`config.mk`:
```
export PLATFORM = sky130hd
export DESIGN_NAME = audio_sync_counter
export DESIGN_NICKNAME = d
export VERILOG_FILES = /design/src/rtl/acs_pkg.sv /design/src/rtl/acs_frac_accum.sv /design/src/rtl/acs_credit_divider.sv /design/src/rtl/acs_owed_ledger.sv /design/src/rtl/acs_sample_pacer.sv /design/src/rtl/audio_sync_counter.sv
export SDC_FILE = /design/constraint.sdc
export NUM_CORES = 1
export LEC_CHECK = 0
export BUFFER_PORTS_ARGS = -buffer_cell sky130_fd_sc_hd__buf_4
export CAP_MARGIN = 20
export CORE_MARGIN = 8
export CORE_UTILIZATION = 25
export CTS_BUF_LIST = sky130_fd_sc_hd__clkbuf_8
export DETAILED_ROUTE_END_ITERATION = 7
export PLACE_DENSITY = 0.47
export SLEW_MARGIN = 40
export SYNTH_ARGS = -nofsm -noshare
export SYNTH_HDL_FRONTEND = slang
export SYNTH_HIERARCHICAL = 1
export SYNTH_SLANG_ARGS = --single-unit
export TNS_END_PERCENT = 5
```
`constraint.sdc`:
```
create_clock -name clk -period 4.8 [get_ports clk]
set_input_delay 0.96 -clock clk [delete_from_list [all_inputs] [get_ports clk]]
set_output_delay 0.96 -clock clk [all_outputs]
set_load 0.1 [all_outputs]
```
`src/rtl/acs_pkg.sv`:
```
package acs_pkg;
  parameter int ACS_FRAC_W     = 4;
  parameter int ACS_FRAC_STEP  = 6;
  parameter int ACS_DIVISOR    = 21;
  parameter int ACS_OWED_MAX   = 15;
  parameter int ACS_SAMPLE_LEN = 32;

  // master credits that can arrive in one cycle: tick plus correction
  typedef logic [1:0] credit_t;
endpackage

```
`src/rtl/acs_frac_accum.sv`:
```
module acs_frac_accum #(
  parameter int FRAC_W = acs_pkg::ACS_FRAC_W,
  parameter int STEP   = acs_pkg::ACS_FRAC_STEP
) (
  input  logic clk,
  input  logic rst_n,
  input  logic line_end,
  output logic extra
);
  localparam logic [FRAC_W:0] STEP_V = (FRAC_W+1)'(STEP);

  logic [FRAC_W-1:0] acc;
  logic [FRAC_W:0]   sum;

  always_comb begin
    sum   = {1'b0, acc} + STEP_V;
    extra = line_end & sum[FRAC_W];
  end

  always_ff @(posedge clk) begin
    if (!rst_n)        acc <= '0;
    else if (line_end) acc <= sum[FRAC_W-1:0];
  end

  AST_FRAC_EXTRA: assert property (@(posedge clk) disable iff (!rst_n)
    extra |-> line_end);
  AST_FRAC_HOLD: assert property (@(posedge clk) disable iff (!rst_n)
    !line_end |=> $stable(acc));
endmodule

```
`src/rtl/acs_credit_divider.sv`:
```
module acs_credit_divider #(
  parameter int DIVISOR = acs_pkg::ACS_DIVISOR
) (
  input  logic clk,
  input  logic rst_n,
  input  logic mclk_tick,
  input  logic extra,
  output logic earn
);
  import acs_pkg::*;
  // DIVISOR must be at least 2 so two credits in a cycle earn at most once
  localparam int CNT_W = $clog2(DIVISOR + 2);
  localparam logic [CNT_W-1:0] DIV_V = CNT_W'(DIVISOR);

  credit_t          credits;
  logic [CNT_W-1:0] cnt;
  logic [CNT_W-1:0] nxt;

  always_comb begin
    credits = {1'b0, mclk_tick} + {1'b0, extra};
    nxt     = cnt + CNT_W'(credits);
    earn    = (nxt >= DIV_V);
  end

  always_ff @(posedge clk) begin
    if (!rst_n)    cnt <= '0;
    else if (earn) cnt <= nxt - DIV_V;
    else           cnt <= nxt;
  end

  AST_DIV_RANGE: assert property (@(posedge clk) disable iff (!rst_n)
    cnt < DIV_V);
  AST_DIV_IDLE: assert property (@(posedge clk) disable iff (!rst_n)
    (!mclk_tick && !extra) |-> !earn);
endmodule

```
`src/rtl/acs_owed_ledger.sv`:
```
module acs_owed_ledger #(
  parameter int OWED_MAX = acs_pkg::ACS_OWED_MAX,
  parameter int OWED_W   = $clog2(OWED_MAX + 1)
) (
  input  logic              clk,
  input  logic              rst_n,
  input  logic              earn,
  input  logic              run_ready,
  output logic [OWED_W-1:0] owed,
  output logic              run_valid,
  output logic              take,
  output logic              ovf
);
  localparam logic [OWED_W-1:0] MAX_V = OWED_W'(OWED_MAX);

  logic at_max;

  always_comb begin
    run_valid = (owed != '0);
    take      = run_valid & run_ready;
    at_max    = (owed == MAX_V);
  end

  always_ff @(posedge clk) begin
    if (!rst_n) begin
      owed <= '0;
      ovf  <= 1'b0;
    end else begin
      if (earn && !take) begin
        if (at_max) ovf  <= 1'b1;
        else        owed <= owed + 1'b1;
      end else if (take && !earn) begin
        owed <= owed - 1'b1;
      end
    end
  end

  AST_OWED_BOUND: assert property (@(posedge clk) disable iff (!rst_n)
    owed <= MAX_V);
  AST_OVF_STICKY: assert property (@(posedge clk) disable iff (!rst_n)
    ovf |=> ovf);
  AST_NO_UNDERFLOW: assert property (@(posedge clk) disable iff (!rst_n)
    (owed == '0 && !earn) |=> owed == '0);
  AST_TAKE_DEC: assert property (@(posedge clk) disable iff (!rst_n)
    (take && !earn) |=> owed == $past(owed) - 1'b1);
  AST_BOTH_HOLD: assert property (@(posedge clk) disable iff (!rst_n)
    (take && earn) |=> $stable(owed) && ovf == $past(ovf));
endmodule

```
`src/rtl/acs_sample_pacer.sv`:
```
module acs_sample_pacer #(
  parameter int SAMPLE_LEN = acs_pkg::ACS_SAMPLE_LEN
) (
  input  logic clk,
  input  logic rst_n,
  input  logic take,
  output logic sample_tick
);
  localparam int SW = $clog2(SAMPLE_LEN);
  localparam logic [SW-1:0] LAST = SW'(SAMPLE_LEN - 1);

  logic [SW-1:0] cnt;

  always_ff @(posedge clk) begin
    if (!rst_n) begin
      cnt         <= '0;
      sample_tick <= 1'b0;
    end else begin
      sample_tick <= take && (cnt == LAST);
      if (take) cnt <= (cnt == LAST) ? '0 : cnt + 1'b1;
    end
  end

  AST_SAMPLE_PULSE: assert property (@(posedge clk) disable iff (!rst_n)
    sample_tick |=> !sample_tick);
  AST_SAMPLE_CAUSE: assert property (@(posedge clk) disable iff (!rst_n)
    $rose(sample_tick) |-> $past(take));
endmodule

```
`src/rtl/audio_sync_counter.sv`:
```
module audio_sync_counter #(
  parameter int FRAC_W     = acs_pkg::ACS_FRAC_W,
  parameter int FRAC_STEP  = acs_pkg::ACS_FRAC_STEP,
  parameter int DIVISOR    = acs_pkg::ACS_DIVISOR,
  parameter int OWED_MAX   = acs_pkg::ACS_OWED_MAX,
  parameter int SAMPLE_LEN = acs_pkg::ACS_SAMPLE_LEN,
  localparam int OWED_W    = $clog2(OWED_MAX + 1)
) (
  input  logic              clk,
  input  logic              rst_n,
  input  logic              mclk_tick,
  input  logic              line_end,
  output logic              run_valid,
  input  logic              run_ready,
  output logic [OWED_W-1:0] owed,
  output logic              sample_tick,
  output logic              owed_ovf
);
  logic extra;
  logic earn;
  logic take;

  acs_frac_accum #(.FRAC_W(FRAC_W), .STEP(FRAC_STEP)) u_frac (
    .clk(clk), .rst_n(rst_n), .line_end(line_end), .extra(extra));

  acs_credit_divider #(.DIVISOR(DIVISOR)) u_div (
    .clk(clk), .rst_n(rst_n), .mclk_tick(mclk_tick), .extra(extra), .earn(earn));

  acs_owed_ledger #(.OWED_MAX(OWED_MAX), .OWED_W(OWED_W)) u_ledger (
    .clk(clk), .rst_n(rst_n), .earn(earn), .run_ready(run_ready),
    .owed(owed), .run_valid(run_valid), .take(take), .ovf(owed_ovf));

  acs_sample_pacer #(.SAMPLE_LEN(SAMPLE_LEN)) u_pacer (
    .clk(clk), .rst_n(rst_n), .take(take), .sample_tick(sample_tick));

  AST_VALID_MATCH: assert property (@(posedge clk) disable iff (!rst_n)
    run_valid == (owed != '0));
endmodule

```
* After elaboration in Yosys (flattened, before gate mapping)
Index checks and enable logic that the tools add are counted.
** Word-level totals
- Register bits :: 20
- Logic and storage cells :: 33
** Operators by class
- Add/sub/neg operators :: 7
- Magnitude comparators :: 1
- Equal/unequal tests :: 3
- Muxes and demuxes :: 5
- Bitwise gates (word level) :: 2
- Reduce and logical (&&, ||, !) cells :: 9
** Operator list (number)
- two-way mux 4 bit :: 3
- two-way mux 5 bit :: 2
- adder 4 x 3 -> 5 bit, second input constant :: 1
- adder 5 x 1 -> 5 bit, second input constant :: 1
- adder 5 x 2 -> 5 bit :: 1
- == test 5 bit, second input constant :: 1
- >= comparator 5 bit, second input constant :: 1
- subtractor 5 bit, second input constant :: 1
- adder 4 x 1 -> 4 bit, second input constant :: 1
- == test 4 bit, second input constant :: 1
- AND reduction 2 bit :: 2
- nonzero test 4 bit :: 1
- subtractor 4 x 1 -> 4 bit, second input constant :: 1
- logical AND 1 bit :: 3
- adder 1 x 1 -> 2 bit :: 1
- bitwise AND 1 bit :: 2
- logical NOT 1 bit :: 2
- inequality test 2 bit, second input constant :: 1
- nonzero test 2 bit :: 1

* Logic depth before layout (Yosys ltp)
- Depth in word-level cells :: 9
- Mapped depth :: 15
- Mapped depth without buffers :: 15

* Hierarchy
The synthesis kept the hierarchy.
** By module, submodules not included
- acs_owed_ledger :: instances 1, cells an instance 47, area an instance 416.6 µm²
- acs_credit_divider :: instances 1, cells an instance 41, area an instance 376.6 µm²
- acs_sample_pacer :: instances 1, cells an instance 27, area an instance 270.3 µm²
- acs_frac_accum :: instances 1, cells an instance 16, area an instance 143.9 µm²

* Worst setup path after synthesis
No wires, ideal clock.
- Path kind :: input to register
- From :: in line_end
- To :: reg u_ledger.owed[3]
- Library setup time :: 130 ps
- Arrival time :: 3746 ps
- Slack :: 924 ps
- Cell stages on the path :: 15
- Buffers on the path :: 0
- Cell sequence :: nand2_1 > a21oi_1 > fa_1 > ha_1 > inv_1 > ha_1 > o31ai_2 > a21oi_2 > nor2b_4 > inv_1 > ha_1 > nand3_1 > and3b_1 > a32oi_1 > o211ai_1
** On the way
- Cells in the longest elaborated chain, start to end :: 8
- Elaborated cells between the ends (all ways) :: 11
** Ends and longest elaborated chain
- start: declaration :: line audio_sync_counter.sv:12 : input logic line_end,
- bitwise AND 1 bit (*) :: line acs_frac_accum.sv:17 : extra = line_end & sum[FRAC_W];
- net extra :: line audio_sync_counter.sv:19 : logic extra;
- adder 1 x 1 -> 2 bit (*) :: line acs_credit_divider.sv:20 : credits = {1'b0, mclk_tick} + {1'b0, extra};
- adder 5 x 2 -> 5 bit (*) :: line acs_credit_divider.sv:21 : nxt = cnt + CNT_W'(credits);
- >= comparator 5 bit (*) :: line acs_credit_divider.sv:22 : earn = (nxt >= DIV_V);
- net earn :: line audio_sync_counter.sv:20 : logic earn;
- logical NOT 1 bit :: line acs_owed_ledger.sv:32 : end else if (take && !earn) begin
- logical AND 1 bit :: line acs_owed_ledger.sv:32
- nonzero test 2 bit (no line)
- AND reduction 2 bit (no line)
- end signal: assignment :: line acs_owed_ledger.sv:31 : else owed <= owed + 1'b1;
- end signal: assignment :: line acs_owed_ledger.sv:33 : owed <= owed - 1'b1;
- end: declaration :: line acs_owed_ledger.sv:9 : output logic [OWED_W-1:0] owed,
The timed path passes the listed nets; every way through them passes the cells marked *.
A chain may end at the register's enable or synchronous reset.

* Worst setup path in the final report
Ends and elaborated chain as after synthesis.

==> impl_metrics.tcl <==
set metrics [dict create \
    cts_num_sinks 19 \
    placed_cell_area_um2 1370 \
    chipWidth_um 85.5 \
    finalNetCount 163 \
    first_pass_iters 4 \
    synth_area_per_cell_um2 9.22 \
    tightest_slew_ns 0.406 \
    post-synth-top-area-cell "dfxtp_1" \
    clk_path_buf_depth 2 \
    p_leak_nw 0.542 \
    power_mw 0.319 \
    synth_ff_type "dfxtp_1" \
    clock_latency_ns 0.25 \
    synth_warnings 6 \
    die_h_um 85.5 \
    drt-initial-drc-count 50 \
    vias 999 \
    final.setup.worst_slack_ns 0.911 \
    via_per_inst 4.97 \
    drc_errors 0 \
    critical_path_required_ns 4.93 \
    grt_pass1_wl_mm 4.42 \
    ys_seq_area_share_pct 31.5 \
    die_area_um2 7310 \
    rows 25 \
    antenna_found_initial 0 \
    worstRegToRegCells 15 \
    core_area_um2 4690 \
    port-buffer-count 11 \
    io-pin-count 12 \
    htree_levels 1 \
    synthesis.nets 146 \
    multi_input_area_um2 790 \
    synth_most_common_cell "dfxtp_1" \
    ir_worst_vdd_mv 0.0921 \
    post-route-util_pct 30.1 \
    finClkSkew_ns 0.00212 \
    place_ws_ns 0.668 \
    synth_area_um2 1210 \
    cp-start-kind "primary input" \
    ys_types 42 \
    cts_tree "yes" \
    post_cts_buffers 0 \
    post-place-cells 197 \
    endpoint_kind "flip-flop" \
    synth_edf_count 0 \
    grt_usage_pct 7.38 \
    place_congestion 0.730 \
    synth_area_leaders "dfxtp_1 32%, ha_1 8.3%, mux2i_1 5.0%" \
    synth_top_cells_by_count "19 x dfxtp_1, 11 x a21oi_1, 11 x nand2_1, 9 x inv_1" \
    dp_hpwl_mm 1.89 \
    first_global_vias 999 \
    min_period_ns 3.89 \
    cp_max_fo 6 \
    period_share_pct 81.0 \
    setup_tns_ns 0 \
    finalInstanceArea_um2 1410 \
    drv_cap 0 \
    grt_max_degree 21 \
    arrival_ns 4.02 \
    setup_violations 0 \
    power.density_nw_per_um2 227 \
    outcome "finished, final reports clean" \
    diodes 0 \
    wl_per_cell_um 12.3 \
    clk_pin_slew_ns 0.07 \
    path_class "primary input to flip-flop" \
    cts_hold_buf 0 \
    min_path_cells 2 \
    ant_nets 0 \
    netlist.area_leader.share_pct 31.5 \
    syn2layout_area_growth_pct 16.8 \
    clockRootBuffer "clkbuf_8" \
    totalWireLength_mm 2.47 \
    hold_viol 0 \
    maxSlewViolCount 0 \
    fin_hold_ws_ns 0.477 \
    worstHoldPathType "flip-flop to flip-flop" \
    cts.repair.resized 0 \
    fill_cells 508 \
    syn_inst 131 \
    floorplan.initialDensity_pct 25.7 \
    slew_headroom_pct 72.8 \
    synth_seq_cells 19 \
    cts_made_buffers 3 \
    rsz0062_at_grt "no" \
    max_freq_ghz 0.257 \
    synthArstFlopShare_pct 0 \
    overflow 0 \
    layout.cells.non_filler 201 \
    drive_above_1_share_pct 17.7 \
    regArea_um2 380 \
]
-- critical path: stages --
cell      delay [ns]
buf_4           0.13
nand2_1         0.06
a21oi_1         0.05
fa_1            0.42
ha_1            0.39
inv_1           0.10
ha_1            0.21
o31ai_2         0.39
a21oi_2         0.12
nor2b_4         0.15
inv_1           0.11
ha_1            0.27
a21oi_1         0.25
a21oi_1         0.11
a32oi_1         0.17
o211ai_1        0.10
-- cells in the final DEF (no fill, tap or decap), types with 2 or more instances in the layout --
cell type	count
a211o_1	2
a211oi_2	2
a21oi_1	11
a31oi_1	2
and3_1	2
and3b_1	2
buf_4	12
clkbuf_8	3
dfxtp_1	19
fa_1	2
ha_1	8
inv_1	10
mux2i_1	6
nand2_1	11
nand3_1	8
nor2_1	4
nor2b_1	5
o21ai_0	8
xor2_1	5
-- where the power goes --
part	internal (mW)	switching [mW]
logic	0.0181	0.0245
registers	0.163	0.00325
clock network	0.0568	0.0539
-- cell families after synthesis --
kind of cell | after synthesis | synth area share, %
simple gates | 47 | 24.4
buf+inv | 10 | 3.11
fa+ha+maj | 10 | 11.6
mux | 6 | 4.97
compound gates | 32 | 18.8
xor+xnor | 7 | 5.70
flops | 19 | 31.5
-- metal layers --
metal / GRT usage (%) / up-vias / wire, um
li1: - / 505 / -
met1: 8.32 / 482 / 1150
met2: 12.1 / 10 / 1170
met3: 1.81 / 2 / 106
met4: 4.94 / 0 / 44
met5: 0 / - / 0
-- area by class of cell --
cell class              instances  share of cell area [%]
clock buffers                   3                    2.93
clock inverters                 1                   0.266
well taps                      54                    4.79
inverters                      10                    2.66
multi-input cells             102                    56.0
flip-flops and latches         19                    27.0
repair buffers                 12                    6.39
-- registers in the layout (all words and copies together) (netlist names) --
register / cells
u_ledger/owed: 4
u_pacer/sample_tick: 1
u_frac/acc: 3
u_pacer/cnt: 5
u_div/cnt: 5
u_ledger/ovf: 1
-- worst paths after layout --
kind | endpoint | slack (ns) | start
worst max-delay path | u_ledger/owed[3] | 0.91 | line_end
worst min-delay path | u_ledger/ovf | 0.48 | u_ledger/ovf
worst max register to register | u_ledger/owed[3] | 1.39 | u_frac/acc[1]
worst min register to register | u_ledger/ovf | 0.48 | u_ledger/ovf
(Power assumes the default switching activity.)
